===== config.mk =====
export PLATFORM = sky130hd
export DESIGN_NAME = idx_regbank
export DESIGN_NICKNAME = d
export VERILOG_FILES = /design/src/rtl/regbank_pkg.sv /design/src/rtl/regbank_decode.sv /design/src/rtl/regbank_store.sv /design/src/rtl/regbank_rdmux.sv /design/src/rtl/idx_regbank.sv
export SDC_FILE = /design/constraint.sdc
export NUM_CORES = 1
export LEC_CHECK = 0
export BUFFER_PORTS_ARGS = -buffer_cell sky130_fd_sc_hd__clkbuf_2
export CORE_UTILIZATION = 62
export CTS_BUF_LIST = sky130_fd_sc_hd__clkbuf_4 sky130_fd_sc_hd__clkbuf_8
export DETAILED_ROUTE_END_ITERATION = 8
export PLACE_DENSITY = 0.89
export SLEW_MARGIN = 20
export SYNTH_ARGS = -nofsm -noshare
export SYNTH_HDL_FRONTEND = slang
export SYNTH_HIERARCHICAL = 1
export SYNTH_SLANG_ARGS = --single-unit

===== constraint.sdc =====
create_clock -name clk -period 7.5 [get_ports clk]
set_input_delay 1.125 -clock clk [delete_from_list [all_inputs] [get_ports clk]]
set_output_delay 1.125 -clock clk [all_outputs]
set_load 0.01 [all_outputs]

===== src/rtl/regbank_pkg.sv =====
package regbank_pkg;
   localparam int DEF_ADDR_W  = 3;
   localparam int DEF_DATA_W  = 8;
   localparam int DEF_NUM_IND = 29;

   typedef enum logic [1:0] {
      LOC_DIRECT = 2'd0,
      LOC_INDEX  = 2'd1,
      LOC_WINDOW = 2'd2
   } loc_kind_e;
endpackage


===== src/rtl/regbank_decode.sv =====
module regbank_decode
   import regbank_pkg::*;
#(
   parameter int ADDR_W  = DEF_ADDR_W,
   parameter int DATA_W  = DEF_DATA_W,
   parameter int NUM_IND = DEF_NUM_IND,
   localparam int NUM_LOC = 1 << ADDR_W,
   localparam int NUM_DIR = NUM_LOC - 2
) (
   input  logic                cs,
   input  logic                wr,
   input  logic [ADDR_W-1:0]   addr,
   input  logic [DATA_W-1:0]   idx,
   output loc_kind_e           kind,
   output logic                idx_valid,
   output logic [NUM_DIR-1:0]  dir_we,
   output logic                idx_we,
   output logic [NUM_IND-1:0]  ind_we
);
   localparam logic [ADDR_W-1:0] IDX_LOC = ADDR_W'(NUM_LOC - 2);
   localparam logic [ADDR_W-1:0] WIN_LOC = ADDR_W'(NUM_LOC - 1);

   logic wr_go;
   assign wr_go = cs & wr;

   generate
      if (NUM_IND == (1 << DATA_W)) begin : g_full_range
         assign idx_valid = 1'b1;
      end else begin : g_part_range
         assign idx_valid = (idx < DATA_W'(NUM_IND));
      end
   endgenerate

   always_comb begin
      if (addr == IDX_LOC)      kind = LOC_INDEX;
      else if (addr == WIN_LOC) kind = LOC_WINDOW;
      else                      kind = LOC_DIRECT;
   end

   always_comb begin
      for (int i = 0; i < NUM_DIR; i++)
         dir_we[i] = wr_go && (kind == LOC_DIRECT) && (addr == ADDR_W'(i));
      idx_we = wr_go && (kind == LOC_INDEX);
      for (int j = 0; j < NUM_IND; j++)
         ind_we[j] = wr_go && (kind == LOC_WINDOW) && idx_valid && (idx == DATA_W'(j));
   end
endmodule


===== src/rtl/regbank_store.sv =====
module regbank_store #(
   parameter int N = 6,
   parameter int W = 8
) (
   input  logic           clk,
   input  logic           rst_n,
   input  logic [N-1:0]   we,
   input  logic [W-1:0]   wdata,
   output logic [N*W-1:0] q
);
   generate
      for (genvar i = 0; i < N; i++) begin : g_cell
         always_ff @(posedge clk or negedge rst_n) begin
            if (!rst_n)     q[i*W +: W] <= '0;
            else if (we[i]) q[i*W +: W] <= wdata;
         end

         // a cell without its enable keeps its value
         assert_cell_hold_R7: assert property (@(posedge clk) disable iff (!rst_n)
            !we[i] |=> $stable(q[i*W +: W]));
         // an enabled cell takes the write word
         assert_cell_load_R2: assert property (@(posedge clk) disable iff (!rst_n)
            we[i] |=> (q[i*W +: W] == $past(wdata)));
      end
   endgenerate
endmodule


===== src/rtl/regbank_rdmux.sv =====
module regbank_rdmux
   import regbank_pkg::*;
#(
   parameter int ADDR_W  = DEF_ADDR_W,
   parameter int DATA_W  = DEF_DATA_W,
   parameter int NUM_IND = DEF_NUM_IND,
   localparam int NUM_DIR = (1 << ADDR_W) - 2
) (
   input  logic                      cs,
   input  logic                      rd,
   input  logic [ADDR_W-1:0]         addr,
   input  loc_kind_e                 kind,
   input  logic                      idx_valid,
   input  logic [DATA_W-1:0]         idx,
   input  logic [NUM_DIR*DATA_W-1:0] dir_q,
   input  logic [NUM_IND*DATA_W-1:0] ind_q,
   output logic [DATA_W-1:0]         rdata
);
   logic [DATA_W-1:0] dir_sel, ind_sel;

   always_comb begin
      dir_sel = '0;
      for (int i = 0; i < NUM_DIR; i++)
         if (addr == ADDR_W'(i)) dir_sel = dir_q[i*DATA_W +: DATA_W];
      ind_sel = '0;
      for (int j = 0; j < NUM_IND; j++)
         if (idx_valid && idx == DATA_W'(j)) ind_sel = ind_q[j*DATA_W +: DATA_W];
   end

   always_comb begin
      if (!(cs && rd))             rdata = '0;
      else if (kind == LOC_INDEX)  rdata = idx;
      else if (kind == LOC_WINDOW) rdata = ind_sel;
      else                         rdata = dir_sel;
   end

   // idle bus drives zero
   always_comb begin
      if (cs === 1'b0 || rd === 1'b0)
         assert_rd_idle_R8: assert (rdata == '0);
   end
   // window reads zero when the index is out of range
   always_comb begin
      if (cs === 1'b1 && rd === 1'b1 && kind == LOC_WINDOW && idx_valid === 1'b0)
         assert_rd_oob_R5: assert (rdata == '0);
   end
endmodule


===== src/rtl/idx_regbank.sv =====
module idx_regbank
   import regbank_pkg::*;
#(
   parameter int ADDR_W  = DEF_ADDR_W,
   parameter int DATA_W  = DEF_DATA_W,
   parameter int NUM_IND = DEF_NUM_IND,
   localparam int NUM_LOC = 1 << ADDR_W,
   localparam int NUM_DIR = NUM_LOC - 2
) (
   input  logic                      clk,
   input  logic                      rst_n,
   input  logic                      cs,
   input  logic                      rd,
   input  logic                      wr,
   input  logic [ADDR_W-1:0]         addr,
   input  logic [DATA_W-1:0]         wdata,
   output logic [DATA_W-1:0]         rdata,
   output logic [NUM_DIR*DATA_W-1:0] dir_regs_o,
   output logic [NUM_IND*DATA_W-1:0] ind_regs_o
);
   generate
      if (ADDR_W < 2 || ADDR_W > 8) begin : g_bad_addr
         $error("idx_regbank: ADDR_W must be 2..8");
      end
      if (NUM_IND < 1 || NUM_IND > (1 << DATA_W)) begin : g_bad_ind
         $error("idx_regbank: NUM_IND must fit the index width");
      end
      if (DATA_W < 1 || DATA_W > 32) begin : g_bad_data
         $error("idx_regbank: DATA_W must be 1..32");
      end
   endgenerate

   localparam logic [ADDR_W-1:0] IDX_LOC = ADDR_W'(NUM_LOC - 2);
   localparam logic [ADDR_W-1:0] WIN_LOC = ADDR_W'(NUM_LOC - 1);

   logic [DATA_W-1:0]  idx_q;
   loc_kind_e          kind;
   logic               idx_valid;
   logic [NUM_DIR-1:0] dir_we;
   logic               idx_we;
   logic [NUM_IND-1:0] ind_we;

   regbank_decode #(.ADDR_W(ADDR_W), .DATA_W(DATA_W), .NUM_IND(NUM_IND)) u_dec (
      .cs(cs), .wr(wr), .addr(addr), .idx(idx_q),
      .kind(kind), .idx_valid(idx_valid),
      .dir_we(dir_we), .idx_we(idx_we), .ind_we(ind_we)
   );

   always_ff @(posedge clk or negedge rst_n) begin
      if (!rst_n)      idx_q <= '0;
      else if (idx_we) idx_q <= wdata;
   end

   regbank_store #(.N(NUM_DIR), .W(DATA_W)) u_dir (
      .clk(clk), .rst_n(rst_n), .we(dir_we), .wdata(wdata), .q(dir_regs_o)
   );

   regbank_store #(.N(NUM_IND), .W(DATA_W)) u_ind (
      .clk(clk), .rst_n(rst_n), .we(ind_we), .wdata(wdata), .q(ind_regs_o)
   );

   regbank_rdmux #(.ADDR_W(ADDR_W), .DATA_W(DATA_W), .NUM_IND(NUM_IND)) u_rd (
      .cs(cs), .rd(rd), .addr(addr), .kind(kind), .idx_valid(idx_valid),
      .idx(idx_q), .dir_q(dir_regs_o), .ind_q(ind_regs_o), .rdata(rdata)
   );

   // at most one storage register is written per edge
   assert_one_target_R2: assert property (@(posedge clk) disable iff (!rst_n)
      $onehot0({dir_we, idx_we, ind_we}));
   // an index write loads the bus word
   assert_idx_load_R3: assert property (@(posedge clk) disable iff (!rst_n)
      (cs && wr && addr == IDX_LOC) |=> (idx_q == $past(wdata)));
   // window traffic leaves the index alone
   assert_idx_keep_R6: assert property (@(posedge clk) disable iff (!rst_n)
      (cs && (rd || wr) && addr == WIN_LOC) |=> $stable(idx_q));
   // out-of-range window write leaves the indirect bank untouched
   assert_oob_nowr_R5: assert property (@(posedge clk) disable iff (!rst_n)
      (cs && wr && addr == WIN_LOC && !idx_valid) |=> $stable(ind_regs_o));
   // no strobe, no change anywhere
   assert_no_wr_R7: assert property (@(posedge clk) disable iff (!rst_n)
      !(cs && wr) |=> ($stable(dir_regs_o) && $stable(ind_regs_o) && $stable(idx_q)));
endmodule


=== Word-level counts from Yosys, hierarchy flattened ===
Cells that the tools add are included.

* Bits in registers: 288
* Latch bits: 0
* Memory bits (writable): 0
* Memory bits (read-only): 0
* Bits of input ports: 16
* Output and inout port bits: 288
* Word-level logic and storage cells: 187
* Memories: 0

* $add $sub $neg: 0
* $mul: 0
* Div/mod/pow operators: 0
* $lt $le $gt $ge: 1
* Eq/ne operators: 37
* Shifts and indexed selects: 0
* Multiplexer cells: 40
* Bitwise logic cells: 1
* Reductions and logical operators: 72

{| class="wikitable"
|+ Operator list
! operator !! count
|-
| $mux W8 || 38
|-
| $eq A8 B5 Y1 const B || 13
|-
| $logic_and A1 B1 Y1 || 69
|-
| $eq A8 B4 Y1 const B || 8
|-
| $eq A8 B3 Y1 const B || 4
|-
| $eq A8 B2 Y1 const B || 2
|-
| $eq A3 B3 Y1 const B || 4
|-
| $eq A8 B1 Y1 const B || 1
|-
| $logic_not A8 Y1 || 1
|-
| $lt A8 B5 Y1 const B || 1
|-
| $eq A3 B2 Y1 const B || 2
|-
| $mux W2 || 2
|-
| $eq A3 B1 Y1 const B || 1
|-
| $logic_not A3 Y1 || 1
|-
| $eq A2 B1 Y1 const B || 1
|-
| $eq A2 B2 Y1 const B || 1
|-
| $logic_not A2 Y1 || 1
|-
| $and A1 B1 Y1 || 1
|}

=== Depth between registers and ports, before layout ===
* Word-level depth: 34
* Gate-level depth with buffers: 13

=== Cells and area by module ===
Netlist, hierarchy kept.

{| class="wikitable"
|+ Modules (own cells, without submodules)
! module !! times used !! cells an instance !! area each (sq um)
|-
| regbank_store (u_ind) || 1 || 517 || 9098.7
|-
| regbank_rdmux || 1 || 435 || 3076.7
|-
| regbank_store (u_dir) || 1 || 102 || 1989.4
|-
| regbank_decode || 1 || 79 || 573.0
|-
| idx_regbank || 1 || 17 || 331.6
|}

=== Worst setup path after synthesis ===
OpenSTA, ideal clock, no wires.

* Path kind: in2out
* Start: input addr[0]
* End: output rdata[3]
* Arrival time: 3.016 ns
* Required time: 6.375 ns
* Path slack: 3.359 ns
* Stages: 8
* Buffers on the path: 2
* Cell sequence: clkbuf_1 nand2_1 nor2_1 clkbuf_1 nand2b_1 o32ai_1 or3_1 a31oi_1

* Elaborated cells between the ends (all ways): 21
* Those cells by class: eq/ne (9); mux (11); reduce/logical (1)

{| class="wikitable"
|+ RTL lines
! what !! line !! RTL
|-
| start: declaration || idx_regbank.sv:15 || <nowiki>input logic [ADDR_W-1:0] addr,</nowiki>
|-
| $eq A3 B3 Y1 || regbank_decode.sv:36 || <nowiki>else if (addr == WIN_LOC) kind = LOC_WINDOW;</nowiki>
|-
| $mux W2 || regbank_decode.sv:36 ||
|-
| $mux W2 (*) || regbank_decode.sv:35 || <nowiki>if (addr == IDX_LOC) kind = LOC_INDEX;</nowiki>
|-
| named net kind[1] || idx_regbank.sv:37 || <nowiki>loc_kind_e kind;</nowiki>
|-
| $eq A2 B2 Y1 || regbank_rdmux.sv:33 || <nowiki>else if (kind == LOC_WINDOW) rdata = ind_sel;</nowiki>
|-
| $mux W8 || regbank_rdmux.sv:33 ||
|-
| $mux W8 (*) || regbank_rdmux.sv:32 || <nowiki>else if (kind == LOC_INDEX) rdata = idx;</nowiki>
|-
| $mux W8 (*) || regbank_rdmux.sv:31 || <nowiki>if (!(cs && rd)) rdata = '0;</nowiki>
|-
| end: declaration || idx_regbank.sv:17 || <nowiki>output logic [DATA_W-1:0] rdata,</nowiki>
|}

The timed path passes the listed nets; every way through them passes the cells marked *.

=== Worst setup path after layout ===
* Start: register idx_q[7]
* End: output rdata[0]

* Cells in the longest elaborated chain, start to end: 34
* Elaborated cells between the ends (all ways): 91
* Those cells by class: order compare (1); eq/ne (28); mux (32); reduce/logical (30)

{| class="wikitable"
|+ RTL lines
! what !! line !! RTL
|-
| start: declaration || idx_regbank.sv:36 || <nowiki>logic [DATA_W-1:0] idx_q;</nowiki>
|-
| start signal: assignment || idx_regbank.sv:51 || <nowiki>else if (idx_we) idx_q <= wdata;</nowiki>
|-
| $lt A8 B5 Y1 (*) || regbank_decode.sv:30 || <nowiki>assign idx_valid = (idx < DATA_W'(NUM_IND));</nowiki>
|-
| named net idx_valid || idx_regbank.sv:38 || <nowiki>logic idx_valid;</nowiki>
|-
| $logic_and A1 B1 Y1 || regbank_rdmux.sv:27 || <nowiki>if (idx_valid && idx == DATA_W'(j)) ind_sel = ind_q[j*DATA_W +: DATA_W];</nowiki>
|-
| $mux W8 (28 in series) || regbank_rdmux.sv:27 ||
|-
| $mux W8 (*) || regbank_rdmux.sv:27 ||
|-
| $mux W8 (*) || regbank_rdmux.sv:33 ||
|-
| $mux W8 (*) || regbank_rdmux.sv:32 ||
|-
| $mux W8 (*) || regbank_rdmux.sv:31 ||
|}

Marks and branches as above.

==> results <==
- sky130_fd_sc_hd__dfrtp_1 takes more of the synthesized area than any other cell.
- Traced cell by cell, the critical path runs through or3_1 > a41oi_2 > or3b_1 > nor3_2 > a2111oi_0 > nand3_1 > a31oi_1 > nor4_1 > clkbuf_2.
- The number of max-cap violations is 0.
- The final setup TNS is 0 ns.
- The post-synthesis cell type count is 78.
- The cell area after layout is 17,600 sq um.
- At the placement stage, the worst setup path has a slack of 2.08 ns.
- Using the TritonRoute via totals, the vias-per-cell ratio works out to 6.86.
- The top-level port count is 304.
- The worst-case vdd ir drop is 0.144 mV.
- The die covers 24,900 sq um.
- STA classifies the critical path startpoint as a flip-flop.
- The count of inserted antenna diode cells is 0.
- For the worst setup path, the data arrival time is 5.07 ns.
- The via count of the first global-routing pass was 12,152.
- The category of the critical setup timing path is reg2out.
- The number of max-slew violations in the final report is 0.
- The die height is 158 microns.
- The signed area change from the synthesized netlist to the final layout is 16.9%.
- Once layout is complete, the utilization of the core stands at 74.4%.
- On the final layout, the worst hold slack is 0.535 ns.
- The via total after detailed routing is 12,212.
- The all-layer global routing usage is 41.8%.
- TritonCTS built the clock tree.
- The post-CTS setup buffer count is 0.
- A synthesized cell averages 13.1 sq um.
- The core area is 23,700 sq um.
- The number of gates resized after CTS was 0.
- Once detailed placement completed, the half-perimeter wirelength came to 36,200 microns.
- The number of nets handed over by synthesis was 1,166.
- The sequential cell area is 7210 sq um.
- In this run the deepest clock path goes through 3 buffers.
- Clock tree synthesis inserted a total of 46 buffers.
- Dividing total power by cell area gives a power density of 227 nW/um^2.
- The endpoint kind of the worst setup timing path is an output port.
- The highest-delay cell along the critical path is sky130_fd_sc_hd__a41oi_2.
- Yosys mapped a number of flops with a built-in enable equal to 0.
- Summing the sequential cell areas from Yosys gives 47.8% of the chip area.
- By area the synthesized netlist is led by sky130_fd_sc_hd__dfrtp_1 (48%), sky130_fd_sc_hd__mux2_4 (14%), sky130_fd_sc_hd__mux2_2 (12%), sky130_fd_sc_hd__buf_6 (1.9%), sky130_fd_sc_hd__mux4_2 (1.8%).
- The clock arrives with 0.0336 ns of skew.
- The detail route stage leaves a number of antenna-violating nets equal to 0.
- The filler cell count in the final layout is 1,602.
- The cell count after synthesis came out at 1,150.
- At the end of the flow, the number of nets in the layout was 1,446.
- The H-tree was split into 2 levels.
- The largest fanout on the critical path is 16.
- The maximum number of pins on one net before global-route repair is 132.
- After detailed routing, the number of remaining DRC violations is 0.
- For this block, the routed nets add up to 52,000 microns of wire.
- The area of the mapped netlist is 15,100 sq um.
- The post-layout worst setup margin is 1.31 ns.
- The delay of the slowest critical-path stage is 0.81 ns.
- The slew at the pin with the worst max-slew slack is 1.23 ns.
- The first global-routing pass estimated 76,100 microns of wire.
- The peak clock frequency supported by timing is 161 MHz.
- Dividing the final minimum period by the clock period gives 82.6%.
- The average wire per cell in the routed design is 29.2 microns.
- The final number of hold-violating endpoints was 0.
- The initial antenna violation count came to 0.
- Leaving out fill and tap cells, the most frequent cells in the layout are sky130_fd_sc_hd__clkbuf_2 (302), sky130_fd_sc_hd__dfrtp_1 (286), sky130_fd_sc_hd__mux2_2 (165).
- The clock root buffer is sky130_fd_sc_hd__clkbuf_8.
- Of the post-synthesis cell area, the dominant cell type holds 47.8%.
- The number of synthesis warnings is 6.
- The total number of clock tree sinks is 288.
- The overall overflow remaining after global route is 0.
- The run finished with clean final reports.
- The number of port buffers is 303.
- Setup repair after global routing left no endpoint under its margin.
- For this run, the leading register cell type out of synthesis is sky130_fd_sc_hd__dfrtp_1.
- Before antenna repair, the detailed router went through 6 iterations.
- Cells with a size suffix above 1 make up 53.7% of the layout.
- In this run the horizontal extent of the chip is 158 microns.
- The minimum clock period after layout is 6.19 ns.
- The cell area after placement is 16,700 sq um.
- The floorplan has 56 rows.
- The area occupied by multi-input gates is 7210 sq um.
- For this run, asynchronously set or reset flops after synthesis account for 100%.
- The worst pin sits at a relative slew slack of 17.7%.
- The class of the tightest hold or removal check is reg2reg.
- Clock latency on the worst-skew pair, taken at its later pin, is 0.57 ns.
- The number of DRC markers in iteration 0 is 1,710.
- The endpoint required time on the critical path is 6.38 ns.
- The clock slew at the register clock pins of the worst setup and hold paths is 0.07 ns.
- The initial cell density of the core is 63.6%.
- The most frequent standard cell in the layout excluding fill and tap cells is sky130_fd_sc_hd__clkbuf_2.
- The setup-violating endpoint count in the final report is 0.
- The synthesized flop and latch total is 288.
- The hold-fix buffer count after cts is 0.
- The final RePlAce weighted congestion is 1.01.
- The leakage power of the design is 0.00859 uW.
-- area by class of cell --
class | instances | area share [%]
well taps | 319 | 2.27
repair buffers | 341 | 10.4
clock inverters | 8 | 0.256
multi-input cells | 746 | 40.9
flip-flops and latches | 288 | 40.9
clock buffers | 71 | 5.16
inverters | 7 | 0.149
-- sequential cells by signal, indices dropped and copies added (netlist names) --
name and cells:
idx_q 8, u_dir/q 48, u_ind/q 232
-- Yosys cell counts (11+ instances only) --
library cell and n:
sky130_fd_sc_hd__a21oi_1 17, sky130_fd_sc_hd__a221oi_1 13, sky130_fd_sc_hd__a22oi_1 34, sky130_fd_sc_hd__buf_2 36, sky130_fd_sc_hd__buf_4 14, sky130_fd_sc_hd__buf_6 25, sky130_fd_sc_hd__clkbuf_1 31, sky130_fd_sc_hd__dfrtp_1 288
sky130_fd_sc_hd__mux2_2 165, sky130_fd_sc_hd__mux2_4 136, sky130_fd_sc_hd__mux2i_1 19, sky130_fd_sc_hd__mux4_2 12, sky130_fd_sc_hd__nand2_1 38, sky130_fd_sc_hd__nand3_1 19, sky130_fd_sc_hd__nand4_1 11, sky130_fd_sc_hd__nor2_1 47
sky130_fd_sc_hd__nor3_1 13, sky130_fd_sc_hd__nor4_1 23, sky130_fd_sc_hd__o21ai_0 23, sky130_fd_sc_hd__o22ai_1 12
-- cells by family after synthesis --
kind of cell,synth area share (%)
AND/OR/NAND/NOR,9.64
AO/OA/AOI/OAI,8.60
flip-flops,47.8
multiplexers,28.9
buffers and inverters,5.00
-- where the power goes --
part | internal (uW) | leakage [uW] | switching, uW
sequential | 1660 | 0.00391 | 143
combinational | 323 | 0.00418 | 479
clock | 768 | 0.000506 | 622
-- final timing paths --
kind / startpoint / end / slack (ns) / depth (start not counted)
min reg2reg: u_ind/q[133] / u_ind/q[133] / 0.54 / 1
max: idx_q[7] / rdata[0] / 1.31 / 9
min in group asynchronous: rst_n / u_dir/q[6] / 0.55 / 1
max in group asynchronous: rst_n / u_ind/q[84] / 5.54 / 2
max reg2reg: idx_q[0] / u_ind/q[89] / 4.71 / 5
min: u_ind/q[133] / u_ind/q[133] / 0.54 / 1
-- layer usage --
| layer | vias up | global-route usage [%] | part of all wire (%) |
|---|---|---|---|
| met5 | - | 0 | 0 |
| met4 | 0 | 23.3 | 5.7 |
| met2 | 967 | 66.3 | 47 |
| met1 | 6120 | 54.0 | 38 |
| li1 | 4901 | - | - |
| met3 | 224 | 8.13 | 9.8 |
-- metrics by stage --
step,total power (uW),cells
2_1_floorplan,2310,1150
3_5_place_dp,2600,1701
5_1_grt,4130,1780
4_1_cts,3980,1780
3_3_place_gp,2570,1701
6_report,4000,1780
-- worst max-delay path: cells and delay by family (launching register included) --
family	cells	cell delay, ns
AND/OR/NAND/NOR	5	2.57
AO/OA/AOI/OAI	3	1.19
flip-flops	1	0.48
buffers and inverters	1	0.24
(Power assumes the default switching activity.)
